## src/rtl/lbu_pkg.sv

```systemverilog
package lbu_pkg;

  typedef enum logic [1:0] {
    LBU_IDLE   = 2'd0,
    LBU_DETECT = 2'd1,
    LBU_ACQ    = 2'd2,
    LBU_NORMAL = 2'd3
  } lbu_state_e;

  // Link is considered up only in normal transfer
  function automatic logic lbu_is_link(lbu_state_e s);
    return s == LBU_NORMAL;
  endfunction

  // True when a move from a to b crosses the link-up boundary
  function automatic logic lbu_link_edge(lbu_state_e a, lbu_state_e b);
    return lbu_is_link(a) != lbu_is_link(b);
  endfunction

  // Transition rule. Clock or lock loss wins over everything else,
  // then a receiver break, then forward progress.
  function automatic lbu_state_e lbu_next(
    lbu_state_e cur,
    logic       clk_ok,
    logic       rs_en,
    logic       rx_seen,
    logic       broken,
    logic       train_done
  );
    lbu_state_e n;
    n = cur;
    if (!clk_ok) begin
      n = LBU_IDLE;
    end else begin
      unique case (cur)
        LBU_IDLE:   n = rs_en ? LBU_DETECT : LBU_NORMAL;
        LBU_DETECT: n = rx_seen ? LBU_ACQ : LBU_DETECT;
        LBU_ACQ: begin
          if (rs_en && broken)  n = LBU_DETECT;
          else if (train_done)  n = LBU_NORMAL;
          else                  n = LBU_ACQ;
        end
        LBU_NORMAL: n = (rs_en && broken) ? LBU_DETECT : LBU_NORMAL;
        default:    n = LBU_IDLE;
      endcase
    end
    return n;
  endfunction

endpackage

```

## src/rtl/lbu_dwell.sv

```systemverilog
// Counts consecutive cycles with run high, saturating at LIMIT.
// in_window: run and fewer than LIMIT cycles elapsed.
// last: run and this is cycle LIMIT of the stay.
module lbu_dwell #(
  parameter int LIMIT = 16
) (
  input  logic clk,
  input  logic rst_n,
  input  logic run,
  output logic in_window,
  output logic last
);
  localparam int CW = $clog2(LIMIT + 1);
  localparam logic [CW-1:0] LIM   = CW'(LIMIT);
  localparam logic [CW-1:0] LIM_M = CW'(LIMIT - 1);

  logic [CW-1:0] count_q;

  always_ff @(posedge clk) begin
    if (!rst_n)            count_q <= '0;
    else if (!run)         count_q <= '0;
    else if (count_q < LIM) count_q <= count_q + 1'b1;
  end

  assign in_window = run && (count_q < LIM);
  assign last      = run && (count_q == LIM_M);


  count_in_range_chk: assert property (@(posedge clk) disable iff (!rst_n)
    count_q <= LIM);


  restart_after_gap_chk: assert property (@(posedge clk) disable iff (!rst_n)
    !run |=> count_q == '0);
endmodule

```

## src/rtl/lbu_state_reg.sv

```systemverilog
module lbu_state_reg
  import lbu_pkg::*;
(
  input  logic       clk,
  input  logic       rst_n,
  input  logic       clk_ok,
  input  logic       rs_en,
  input  logic       rx_seen,
  input  logic       broken,
  input  logic       train_done,
  output lbu_state_e state_q,
  output lbu_state_e state_d
);
  assign state_d = lbu_next(state_q, clk_ok, rs_en, rx_seen, broken, train_done);

  always_ff @(posedge clk) begin
    if (!rst_n) state_q <= LBU_IDLE;
    else        state_q <= state_d;
  end


  detect_holds_chk: assert property (@(posedge clk) disable iff (!rst_n)
    (state_q == LBU_DETECT && clk_ok && !rx_seen) |=> state_q == LBU_DETECT);


  break_to_detect_chk: assert property (@(posedge clk) disable iff (!rst_n)
    (clk_ok && rs_en && broken && (state_q == LBU_ACQ || state_q == LBU_NORMAL))
      |=> state_q == LBU_DETECT);
endmodule

```

## src/rtl/lbu_event.sv

```systemverilog
module lbu_event
  import lbu_pkg::*;
(
  input  logic       clk,
  input  logic       rst_n,
  input  lbu_state_e state_cur,
  input  lbu_state_e state_nxt,
  output logic       pulse_q
);
  always_ff @(posedge clk) begin
    if (!rst_n) pulse_q <= 1'b0;
    else        pulse_q <= lbu_link_edge(state_cur, state_nxt);
  end


  pulse_matches_edge_chk: assert property (@(posedge clk) disable iff (!rst_n)
    pulse_q == (lbu_is_link(state_cur) != lbu_is_link($past(state_cur))));
endmodule

```

## src/rtl/lbu_link_ctrl.sv

```systemverilog
module lbu_link_ctrl
  import lbu_pkg::*;
#(
  parameter int TRAIN_LEN = 64,
  parameter int SYNC_HOLD = 110
) (
  input  logic       clk,
  input  logic       rst_n,
  input  logic       clk_present,
  input  logic       pll_locked,
  input  logic       rsense_en,
  input  logic       encode_en,
  input  logic       rx_detected,
  input  logic       link_broken,
  output logic [1:0] state_o,
  output logic       train_sel_o,
  output logic       datapath_en_o,
  output logic       sync_force_o,
  output logic       link_event_o
);
  // Named internal events, shared by the logic and the assertions
  lbu_state_e state_q;
  lbu_state_e state_d;
  logic       clk_ok;
  logic       in_acq;
  logic       in_norm;
  logic       train_last;
  logic       train_win;
  logic       sync_win;
  logic       sync_last;

  assign clk_ok  = clk_present && pll_locked;
  assign in_acq  = (state_q == LBU_ACQ);
  assign in_norm = (state_q == LBU_NORMAL);

  lbu_state_reg u_state (
    .clk        (clk),
    .rst_n      (rst_n),
    .clk_ok     (clk_ok),
    .rs_en      (rsense_en),
    .rx_seen    (rx_detected),
    .broken     (link_broken),
    .train_done (train_last),
    .state_q    (state_q),
    .state_d    (state_d)
  );

  lbu_dwell #(.LIMIT(TRAIN_LEN)) u_train (
    .clk       (clk),
    .rst_n     (rst_n),
    .run       (in_acq),
    .in_window (train_win),
    .last      (train_last)
  );

  lbu_dwell #(.LIMIT(SYNC_HOLD)) u_sync (
    .clk       (clk),
    .rst_n     (rst_n),
    .run       (in_norm),
    .in_window (sync_win),
    .last      (sync_last)
  );

  lbu_event u_event (
    .clk       (clk),
    .rst_n     (rst_n),
    .state_cur (state_q),
    .state_nxt (state_d),
    .pulse_q   (link_event_o)
  );

  assign state_o       = state_q;
  assign train_sel_o   = in_acq;
  assign datapath_en_o = in_norm;
  assign sync_force_o  = encode_en && sync_win;


  clk_loss_idle_chk: assert property (@(posedge clk) disable iff (!rst_n)
    !(clk_present && pll_locked) |=> state_o == 2'd0);


  train_then_normal_chk: assert property (@(posedge clk) disable iff (!rst_n)
    (state_q == LBU_NORMAL && $past(state_q) == LBU_ACQ) |-> $past(train_last));


  train_in_window_chk: assert property (@(posedge clk) disable iff (!rst_n)
    train_sel_o |-> train_win);


  sync_needs_link_chk: assert property (@(posedge clk) disable iff (!rst_n)
    sync_force_o |-> (datapath_en_o && encode_en));


  sync_closes_chk: assert property (@(posedge clk) disable iff (!rst_n)
    sync_last |=> !sync_force_o);
endmodule

```

## config.mk

```make
export PLATFORM = sky130hd
export DESIGN_NAME = lbu_link_ctrl
export DESIGN_NICKNAME = d
export VERILOG_FILES = /design/src/rtl/lbu_pkg.sv /design/src/rtl/lbu_dwell.sv /design/src/rtl/lbu_state_reg.sv /design/src/rtl/lbu_event.sv /design/src/rtl/lbu_link_ctrl.sv
export SDC_FILE = /design/constraint.sdc
export NUM_CORES = 1
export LEC_CHECK = 0
export BUFFER_PORTS_ARGS = -buffer_cell sky130_fd_sc_hd__buf_2
export CAP_MARGIN = 20
export CORE_MARGIN = 1.5
export CORE_UTILIZATION = 32
export CTS_BUF_LIST = sky130_fd_sc_hd__clkbuf_8 sky130_fd_sc_hd__clkbuf_16
export DETAILED_ROUTE_END_ITERATION = 6
export GPL_ROUTABILITY_DRIVEN = 0
export SYNTH_ARGS = -nofsm -noshare
export SYNTH_HDL_FRONTEND = slang
export SYNTH_HIERARCHICAL = 1
export SYNTH_SLANG_ARGS = --single-unit
```

## constraint.sdc

```tcl
create_clock -name clk -period 3.68 [get_ports clk]
set_input_delay 0.736 -clock clk [delete_from_list [all_inputs] [get_ports clk]]
set_output_delay 0.736 -clock clk [all_outputs]
set_load 0.005 [all_outputs]
```

# == Word level (Yosys, flattened, before mapping) ==
# Cells that the tools add are included.
# word_totals
out_inout_bits,6
register_bits,17
word_cells,29
# classes
reduce_logical,8
n_eq_ne,6
n_mux,7
add_sub_neg,2
n_lt_le_gt_ge,2
# op_table
operator,count
7-bit by 1-bit adder with 7-bit output (second input constant),2
7-bit < comparator (second input constant),2
2-bit 2-to-1 mux,5
2-bit one-hot mux with 4 select lines,1
7-bit by 6-bit == test with 1-bit output (second input constant),1
2-bit == test (second input constant),3
1-bit logical AND,5
2-bit AND reduction,2
2-bit by 1-bit == test with 1-bit output (second input constant),1
2-bit zero test,1
1-bit 2-to-1 mux,1
1-bit inequality test,1

# == Logic depth before layout (Yosys ltp) ==
# Gate-level depths: netlist of run 1.
# depth
ltp_word,8
depth_mapped,9

# == Hierarchy ==
# The synthesis of run 1 kept the hierarchy.
# modules_own_cells
mod,area_per_inst_um2,n_inst,seq_area_each_um2,cells_each
lbu_dwell at u_sync,374.1,1,140.1,43
lbu_dwell at u_train,314.1,1,140.1,30
lbu_state_reg,117.6,1,40.0,14
lbu_event,45.0,1,20.0,5
lbu_link_ctrl,28.8,1,0.0,4

# == Worst setup path before layout of run 1 ==
# No wires, ideal clock.
# synth_path
path_type,register to register
from,register u_train.count_q[0]
to,register u_event.pulse_q
setup_ns,0.115
t_arrival_ns,1.668
path_buffers,0
t_required_ns,3.565
setup_slack_ns,1.897
synth_period_minus_slack_ns,1.783
stages_incl_launch_ff,10
path_cell_list,dfxtp_1 ha_1 and4b_1 and3_1 and2_1 nand4bb_1 and3_1 nand2_1 xor2_1 and2_1
# synth_between
elab_chain_cells,8
# synth_rtl
element,line,text
start: declaration,lbu_dwell.sv:17,logic [CW-1:0] count_q;
start signal: assignment,lbu_dwell.sv:22,else if (count_q < LIM) count_q <= count_q + 1'b1;
7-bit by 6-bit == test with 1-bit output,lbu_dwell.sv:26,assign last = run && (count_q == LIM_M);
1-bit logical AND,lbu_dwell.sv:26,
net train_last,lbu_link_ctrl.sv:27,logic train_last;
1-bit 2-to-1 mux,lbu_pkg.sv:40,else if (train_done) n = LBU_NORMAL;
2-bit 2-to-1 mux,lbu_pkg.sv:39,if (rs_en && broken) n = LBU_DETECT;
2-bit one-hot mux with 4 select lines,lbu_pkg.sv:35,unique case (cur)
2-bit 2-to-1 mux,lbu_pkg.sv:32,if (!clk_ok) begin
net state_d[0],lbu_link_ctrl.sv:23,lbu_state_e state_d;
2-bit == test,lbu_pkg.sv:12,return s == LBU_NORMAL;
1-bit inequality test,lbu_pkg.sv:17,return lbu_is_link(a) != lbu_is_link(b);
end signal: assignment,lbu_event.sv:12,"else pulse_q <= lbu_link_edge(state_cur, state_nxt);"
end: declaration,lbu_event.sv:8,output logic pulse_q
# The timed path passes the listed nets, and every way through them passes these cells.
# A chain may end at the register's enable or synchronous reset.

# == Worst setup path in the final report of run 1 ==
# layout_path
from,register u_sync.count_q[1]
to,output sync_force_o
# layout_between
elab_chain_cells,3
# layout_rtl
element,line,text
start: declaration,lbu_dwell.sv:17,
start signal: assignment,lbu_dwell.sv:22,
7-bit < comparator,lbu_dwell.sv:25,assign in_window = run && (count_q < LIM);
1-bit logical AND,lbu_dwell.sv:25,
net sync_win,lbu_link_ctrl.sv:29,logic sync_win;
1-bit logical AND,lbu_link_ctrl.sv:75,assign sync_force_o = encode_en && sync_win;
end: declaration,lbu_link_ctrl.sv:18,"output logic sync_force_o,"
# The timed path passes the listed nets, and every way through them passes these cells.

==> impl_metrics.toml, run 1 <==
[cts]
cts-resized-gates = 0
cts_buffers = 3
clk_pin_slew_worst_paths_ns = 0.07
cts_sinks = 17
htree_levels = 1
cts_root_buf = "clkbuf_8"
post-cts-setup-buffers = 0
ctsHoldBuffers = 0
clock_latency_ns = 0.25
cts_max_path_buffers = 2
cts_tree = "done"

[power_and_ir_drop]
intPower_mw = 0.268
pwr-share-comb = 0.041
seqPwrFrac = 0.549
p_leak_nw = 0.437
p_switching_mw = 0.0736
ir_drop_mv = 0.221
powerDensity_mw_per_mm2 = 340
switching_share = 0.216
clockPowerShare = 0.411

[grt]
grt_max_degree = 11
antenna_found_initial = 0
gr-usage-all-layers = 0.127
grt_overflow = 0
grt_pass1_wl_mm = 2.68
grt_pass1_vias = 601

[timing]
min_period_ns = 2.09
setup_tns_ns = 0
hold_viol_final = 0
skew_ns = 0.00571
finalWorstSetupSlack_ns = 1.59
tightest_slew_ns = 0.292
max_freq_ghz = 0.479
slew_violations = 0
fin_crit_sh = 0.567
slew_headroom = 0.805
setup_viol = 0
rsz0062_at_grt = "no"
holdWs_ns = 0.505

[job]
cap_viol_max_count = 0

[cells_and_area]
nets = 121
final_area_mm2 = 0.00100
fin_util = 0.397
syn2layout_area_growth_pct = 16.4
drive_gt1_frac = 0.248
final_common_cell = "dfxtp_1"
final_cell_mix = "17 x dfxtp_1, 13 x buf_2, 8 x nand2_1, 8 x nor2_1, 6 x a21oi_1"
diodes = 0

[critical_path]
crit_slowest_cell = "dfxtp_1"
cp-start-kind = "flip-flop"
path_buf_inv = 1
arrival_ns = 1.35
path_cells = "a31oi_1 -> o21a_1 -> and2_1 -> buf_2"
path_class = "reg2out"
worst_setup_path_end_kind = "primary output"
cp_top_family = "flip-flops"
slowest_delay_ns = 0.48
worstPathMaxFanout = 8
required_ns = 2.94

[drt]
wl_mm = 1.69
wl_per_cell_um = 12.1
dr.pass1.iters = 4
postRouteAntennaNets = 0
drt_drc_violations_left = 0
drt_iter0_markers = 13
vias_per_cell = 5.24
num_vias = 729

[logic_synthesis]
ys_warn_count = 6
syn_inst = 93
syn_avg_cell_area_um2 = 9.26
synth_fp_nets = 104
syn_area_um2 = 861

[floorplan]
die-width_um = 54.9
die_h_um = 54.9
start_util = 0.341
io_pins = 14
rows = 18
dieArea_mm2 = 0.00301
core-area_mm2 = 0.00252

[status]
outcome = "complete, no violations"

[placed_design]
placed_cell_area_um2 = 956
port_buffers = 13
dpl_worst_slack_ns = 1.83
dp_hpwl_mm = 1.22

[min_path]
hold_path.class = "reg2reg"
final cells by class:
class / count / area (um^2)
timing repair buffer: 13 / 65.1
inverter: 1 / 3.75
tap: 30 / 37.5
fill: 268 / 1520
sequential: 17 / 340
clock inverter: 1 / 5.00
clock buffer: 3 / 41.3
multi-input combinational: 74 / 509
metal layers:
metal | wire, um | global-route usage
met5 | 0 | 0
met4 | 16 | 0.0375
met3 | 60 | 0.0492
met2 | 840 | 0.198
met1 | 768 | 0.160
through the flow:
stage	std cells	power, mW
floorplan	93	0.198
global placement	135	0.205
detailed placement	135	0.205
CTS	139	0.348
global route	139	0.358
finish	139	0.341
final timing paths:
| check | start | to | slack [ns] | cells past startpoint |
|---|---|---|---|---|
| max | u_sync/count_q[1] | sync_force_o | 1.59 | 4 |
| min | u_train/count_q[5] | u_train/count_q[5] | 0.51 | 2 |
| max reg2reg | u_train/count_q[0] | u_event/pulse_q | 1.79 | 9 |
| min reg2reg | u_train/count_q[5] | u_train/count_q[5] | 0.51 | 2 |
state kept, by name, summed over array words and instances (netlist names):
| register | cells |
|---|---|
| u_state/state_q | 2 |
| u_sync/count_q | 7 |
| u_train/count_q | 7 |
| u_event/pulse_q | 1 |
power by group through the flow:
| stage | clock (mW) | sequential (mW) | combinational, mW |
|---|---|---|---|
| final | 0.140 | 0.187 | 0.0138 |
| after floorplan | 0 | 0.191 | 0.00659 |
| after CTS | 0.147 | 0.187 | 0.0138 |
| after global routing | 0.156 | 0.187 | 0.0152 |
| after global placement | 0 | 0.191 | 0.0134 |
| after detailed placement | 0 | 0.191 | 0.0137 |
worst register-to-register path, cell delays in order (launching register included):
cell and delay (ns):
dfxtp_1 0.35, ha_1 0.21, and4b_1 0.22, and3_1 0.20
and2_1 0.16, nand4bb_1 0.20, and3_1 0.18, nand2_1 0.07
xor2_1 0.06, and2_1 0.14
No activity file was read; power rests on OpenSTA's default activity.
==> run 2, diff against run 1 <==
--- a/config.mk
+++ b/config.mk
@@ -5,6 +5,7 @@
 export SDC_FILE = /design/constraint.sdc
 export NUM_CORES = 1
 export LEC_CHECK = 0
+export ABC_AREA = 1
 export BUFFER_PORTS_ARGS = -buffer_cell sky130_fd_sc_hd__buf_2
 export CAP_MARGIN = 20
 export CORE_MARGIN = 1.5
==> constraint.sdc (replaced) <==
create_clock -name clk -period 2.19 [get_ports clk]
set_input_delay 0.438 -clock clk [delete_from_list [all_inputs] [get_ports clk]]
set_output_delay 0.438 -clock clk [all_outputs]
set_load 0.005 [all_outputs]
==> run 2 against run 1 <==
Against the previous run:
- register-to-register slack worse by 1.0 ns
- die area up 17%
- hold slack worse by 0.061 ns
- core utilization down 1.5 points
- sequential share of layout area down 4.6 points
- final cell count up 53%
- clock power up 61%
- sequential power up 68%
- count of clock-buffer cells in the layout unchanged
- final area up 16%
- global-route usage down 0.53 points
- synthesized area up 18%
==> impl_metrics.toml, run 2 <==
[min_path]
hold_end = "u_event/pulse_q"
hold_depth = 3
hold_path.class = "in2reg"
min_from = "rst_n"

[timing]
rsz0062_at_grt = "no"
max_freq_ghz = 0.574
fin_crit_sh = 0.795
slew_violations = 0
setup_tns_ns = 0
min_period_ns = 1.74
hold_viol_final = 0
holdWs_ns = 0.444
slew_headroom = 0.794
setup_viol = 0
tightest_slew_ns = 0.309
skew_ns = 0.00669

[critical_path]
arrival_ns = 1.30
rr_worst_depth = 11
reg2reg_to = "u_event/pulse_q"
path_class = "reg2out"
worst_setup_path_end_kind = "primary output"
crit_slowest_cell = "dfxtp_1"
timing.rr.start = "u_state/state_q[1]"
cp-start-kind = "flip-flop"
critical_path_depth = 6
slowest_delay_ns = 0.50
cp_top_family = "flip-flops"
path_cells = "nand3_2 -> nand2_4 -> a21boi_0 -> nand2_1 -> inv_1 -> buf_2"
reg2reg_slack_ns = 0.77
required_ns = 1.75
path_buf_inv = 2
worstPathMaxFanout = 9

[drt]
wl_per_cell_um = 8.83
dr.pass1.iters = 4
num_vias = 931
wl_mm = 1.88
drt_iter0_markers = 58
drt_drc_violations_left = 0
vias_per_cell = 4.37
postRouteAntennaNets = 0

[floorplan]
die-width_um = 59.3
start_util = 0.336
core-area_mm2 = 0.00303
die_h_um = 59.3
rows = 20
io_pins = 14
dieArea_mm2 = 0.00352

[grt]
gr-usage-all-layers = 0.122
grt_pass1_vias = 782
grt_pass1_wl_mm = 3.18
antenna_found_initial = 0
grt_max_degree = 10
grt_overflow = 0

[cts]
clk_pin_slew_worst_paths_ns = 0.07
cts_tree = "done"
cts_sinks = 17
cts_buffers = 3
cts_root_buf = "clkbuf_8"
htree_levels = 1
cts_max_path_buffers = 2
post-cts-setup-buffers = 0
ctsHoldBuffers = 0
clock_latency_ns = 0.25
cts-resized-gates = 0

[power_and_ir_drop]
power_mw = 0.567
switching_share = 0.211
p_switching_mw = 0.120
pwr-share-comb = 0.047
p_leak_nw = 0.569
powerDensity_mw_per_mm2 = 490
intPower_mw = 0.448
clockPowerShare = 0.398
seqPwrFrac = 0.555
ir_drop_mv = 0.336

[logic_synthesis]
ys_warn_count = 6
synth_fp_nets = 165
syn_inst = 154
syn_avg_cell_area_um2 = 6.60
syn_area_mm2 = 0.00102

[cells_and_area]
final_area_mm2 = 0.00116
final_common_cell = "nand2_1"
fin_util = 0.383
drive_gt1_frac = 0.189
reg_top3 = "u_sync/count_q (7), u_train/count_q (7), u_state/state_q (2)"
nets = 181
syn2layout_area_growth_pct = 14.0
final_cell_mix = "43 x nand2_1, 26 x inv_1, 20 x nor2_1, 17 x dfxtp_1"
diodes = 0

[job]
cap_viol_max_count = 0

[placed_design]
dp_hpwl_mm = 1.44
port_buffers = 13
placed_cell_area_mm2 = 0.00111

[status]
outcome = "complete, no violations"
[run 2: worst max path at each step]
| stage | slack [ns] | start | end |
|---|---|---|---|
| 3_5_place_dp | 0.72 | u_sync/count_q[2] | sync_force_o |
| 4_1_cts | 0.43 | u_sync/count_q[2] | sync_force_o |
| 2_1_floorplan | 0.86 | u_state/state_q[0] | sync_force_o |
| 5_1_grt | 0.30 | u_state/state_q[0] | sync_force_o |
| 6_report | 0.45 | u_sync/count_q[2] | sync_force_o |
| 3_3_place_gp | 0.76 | u_sync/count_q[2] | sync_force_o |
[run 2: final cells by class]
class                           instances  area, um^2
Timing Repair Buffer                   13        65.1
Inverter                               29         110
Tap cell                               44        55.1
Multi-Input combinational cell        106         543
Clock inverter                          1        3.75
Sequential cell                        17         340
Fill cell                             334        1870
Clock buffer                            3        41.3
[run 2: routing by layer]
layer	GRT usage	up-vias	part of all wire
li1	-	501	-
met1	0.143	402	0.46
met2	0.195	21	0.47
met3	0.0393	7	0.047
met4	0.0682	0	0.022
met5	0	-	0
[run 2: metrics by stage]
step / instances / worst slack [ns]
6_report: 213 / 0.448
5_1_grt: 213 / 0.299
4_1_cts: 213 / 0.434
3_5_place_dp: 209 / 0.719
3_3_place_gp: 209 / 0.762
2_1_floorplan: 154 / 0.861
[run 2: tightest hold or removal path: cells and delay by family]
| family | cells | cell delay [ns] |
|---|---|---|
| AND/OR/NAND/NOR | 2 | 0.09 |
| buffers and inverters | 1 | 0.12 |
[run 2: power groups by stage]
| stage | clock network (mW) | logic (mW) | registers, mW |
|---|---|---|---|
| after floorplan | 0 | 0.0143 | 0.321 |
| after global placement | 0 | 0.0261 | 0.321 |
| after detailed placement | 0 | 0.0266 | 0.322 |
| after CTS | 0.239 | 0.0267 | 0.315 |
| after global routing | 0.254 | 0.0310 | 0.315 |
| final | 0.226 | 0.0267 | 0.315 |
==> run 3, diff against run 2 <==
--- a/config.mk
+++ b/config.mk
@@ -5,7 +5,7 @@
 export SDC_FILE = /design/constraint.sdc
 export NUM_CORES = 1
 export LEC_CHECK = 0
-export ABC_AREA = 1
+export ABC_AREA = 0
 export BUFFER_PORTS_ARGS = -buffer_cell sky130_fd_sc_hd__buf_2
 export CAP_MARGIN = 20
 export CORE_MARGIN = 1.5
==> constraint.sdc (replaced) <==
create_clock -name clk -period 1.7 [get_ports clk]
set_input_delay 0.34 -clock clk [delete_from_list [all_inputs] [get_ports clk]]
set_output_delay 0.34 -clock clk [all_outputs]
set_load 0.005 [all_outputs]
==> run 3 against run 2 <==
Against the previous run:
- the flow now finishes with violations (negative setup slack)
- sequential share of layout area increased by 2.0 points
- sequential cell count unchanged
- wire length fell by 14%
- non-clock buffer count increased by 10
- largest power group unchanged
- critical path type is now reg2reg
- final area fell by 4.9%
- setup slack got worse by 0.45 ns
- sequential power grew 28%
- power is 30% higher
- core utilization rose by 5.4 points
- critical path depth is 3 higher
==> impl_metrics.toml, run 3 (synthesis gave the netlist of run 1 again) <==
[cts]
cts_root_buf = "clkbuf_8"
clk_pin_slew_worst_paths_ns = 0.07
htree_levels = 1
clock_latency_ns = 0.25
cts_tree = "done"
ctsHoldBuffers = 0
cts_max_path_buffers = 2
cts_sinks = 17
cts_buffers = 3

[drt]
drt_drc_violations_left = 0
num_vias = 760
wl_per_cell_um = 10.9
drt_iter0_markers = 19
dr.pass1.iters = 4
wl_mm = 1.62
postRouteAntennaNets = 0
vias_per_cell = 5.10

[power_and_ir_drop]
seqPwrFrac = 0.546
p_leak_nw = 0.490
clockPowerShare = 0.404
p_switching_mw = 0.154
switching_share = 0.209
power_mw = 0.736
ir_drop_mv = 0.351
pwr-share-comb = 0.050
powerDensity_mw_per_mm2 = 668
intPower_mw = 0.582

[floorplan]
die-width_um = 54.9
dieArea_mm2 = 0.00301
start_util = 0.341
io_pins = 14
die_h_um = 54.9
core-area_mm2 = 0.00252
rows = 18

[grt]
met1_usage = 0.155
antenna_found_initial = 0
met2_usage = 0.206
grt_overflow = 0
gr-usage-all-layers = 0.123
grtUsageMet3 = 0.0301
grt_pass1_vias = 664
grt_pass1_wl_mm = 2.73
top_usage_layer = "met2"
grt_max_degree = 11

[cells_and_area]
fin_cells = 149
regArea_um2 = 345
drive_gt1_frac = 0.370
reg_top3 = "u_sync/count_q (7), u_train/count_q (7), u_state/state_q (2)"
nets = 131
multiInputGateArea_um2 = 529
n_fill_cell = 256
final_cell_mix = "13 x buf_2, 13 x dfxtp_1, 10 x buf_4, 8 x nand2_1, 8 x nor2_1"
syn2layout_area_growth_pct = 28.1
final_area_mm2 = 0.00110
diodes = 0

[timing]
slew_headroom = 0.811
slew_violations = 0
hold_viol_final = 0
tightest_slew_ns = 0.283
max_freq_ghz = 0.587
setup_viol = 1
skew_ns = 0.00472
fin_crit_sh = 1.00
min_period_ns = 1.70
finalWorstSetupSlack_ns = -0.00265
rsz0062_at_grt = "yes"

[critical_path]
arrival_ns = 1.85
worstPathMaxFanout = 2
path_class = "reg2reg"
cp-start-kind = "flip-flop"
required_ns = 1.85
worst_setup_path_end_kind = "flip-flop"

[status]
outcome = "finished with violations"
violations = "negative setup slack"

[placed_design]
port_buffers = 13
placed_cell_area_mm2 = 0.00102
dpl_worst_slack_ns = -0.0254
dp_cells = 143
dp_hpwl_mm = 1.18

[min_path]
hold_path.class = "in2reg"

[job]
cap_viol_max_count = 0
run 3: cell types whose count changed in the layout (fill, tap and decap cells not counted), sizes merged, moves of 3 or more:
cell / delta
nand2: -35
inv: -28
nor2: -15
nand3: -14
buf: +10
and2: +6
and3: +4
nor3: +4
a21oi: -3
run 3: worst paths after layout:
kind | slack (ns) | endpoint | from | cells past startpoint
max reg2reg | -0.003 | u_event/pulse_q | u_train/count_q[1] | 9
min | 0.36 | u_event/pulse_q | rst_n | 2
min reg2reg | 0.50 | u_train/count_q[5] | u_train/count_q[5] | 2
max | -0.003 | u_event/pulse_q | u_train/count_q[1] | 9
run 3: cell type report:
type                    count  area share
clock buffers               3      0.0375
clock inverters             1     0.00454
inverters                   1     0.00341
multi-input cells          74       0.480
flip-flops and latches     17       0.313
well taps                  30      0.0341
repair buffers             23       0.127
run 3: worst max-delay path, stage by stage (launching register included):
cell and delay (ns):
dfxtp_2 0.35, ha_4 0.13, and4b_1 0.21, and3_4 0.19, and2_4 0.12, nand4bb_1 0.12, and3_1 0.15, nand2_1 0.06
xor2_1 0.13, and2_1 0.12
run 3: through the flow:
stage / utilization / TNS (ns) / hold slack (ns)
5_1_grt: 0.437 / -0.136 / 0.377
2_1_floorplan: - / 0 / 0.454
3_5_place_dp: 0.405 / -0.0254 / 0.486
3_3_place_gp: 0.405 / -0.000836 / 0.475
6_report: 0.437 / -0.00265 / 0.363
4_1_cts: 0.429 / -0.00808 / 0.351
run 3: timing repair:
| action | 4_1_cts | 5_1_grt |
|---|---|---|
| setup buffers | 2 | 0 |
| gates resized for setup | 0 | 5 |
| setup endpoints to repair | 1 | 2 |
| pin swaps | 7 | 4 |
run 3: power by group through the flow:
stage / Clock [mW] / Sequential, mW / Combinational [mW]
final: 0.297 / 0.402 / 0.0367
after global routing: 0.322 / 0.402 / 0.0413
after CTS: 0.308 / 0.402 / 0.0366
after detailed placement: 0 / 0.411 / 0.0359
after global placement: 0 / 0.411 / 0.0355
after floorplan: 0 / 0.414 / 0.0143
run 3: routing by layer:
metal | wire length, um | up-vias
li1 | - | 387
met1 | 758 | 347
met2 | 755 | 26
met3 | 106 | 0
met4 | 0 | 0
met5 | 0 | -
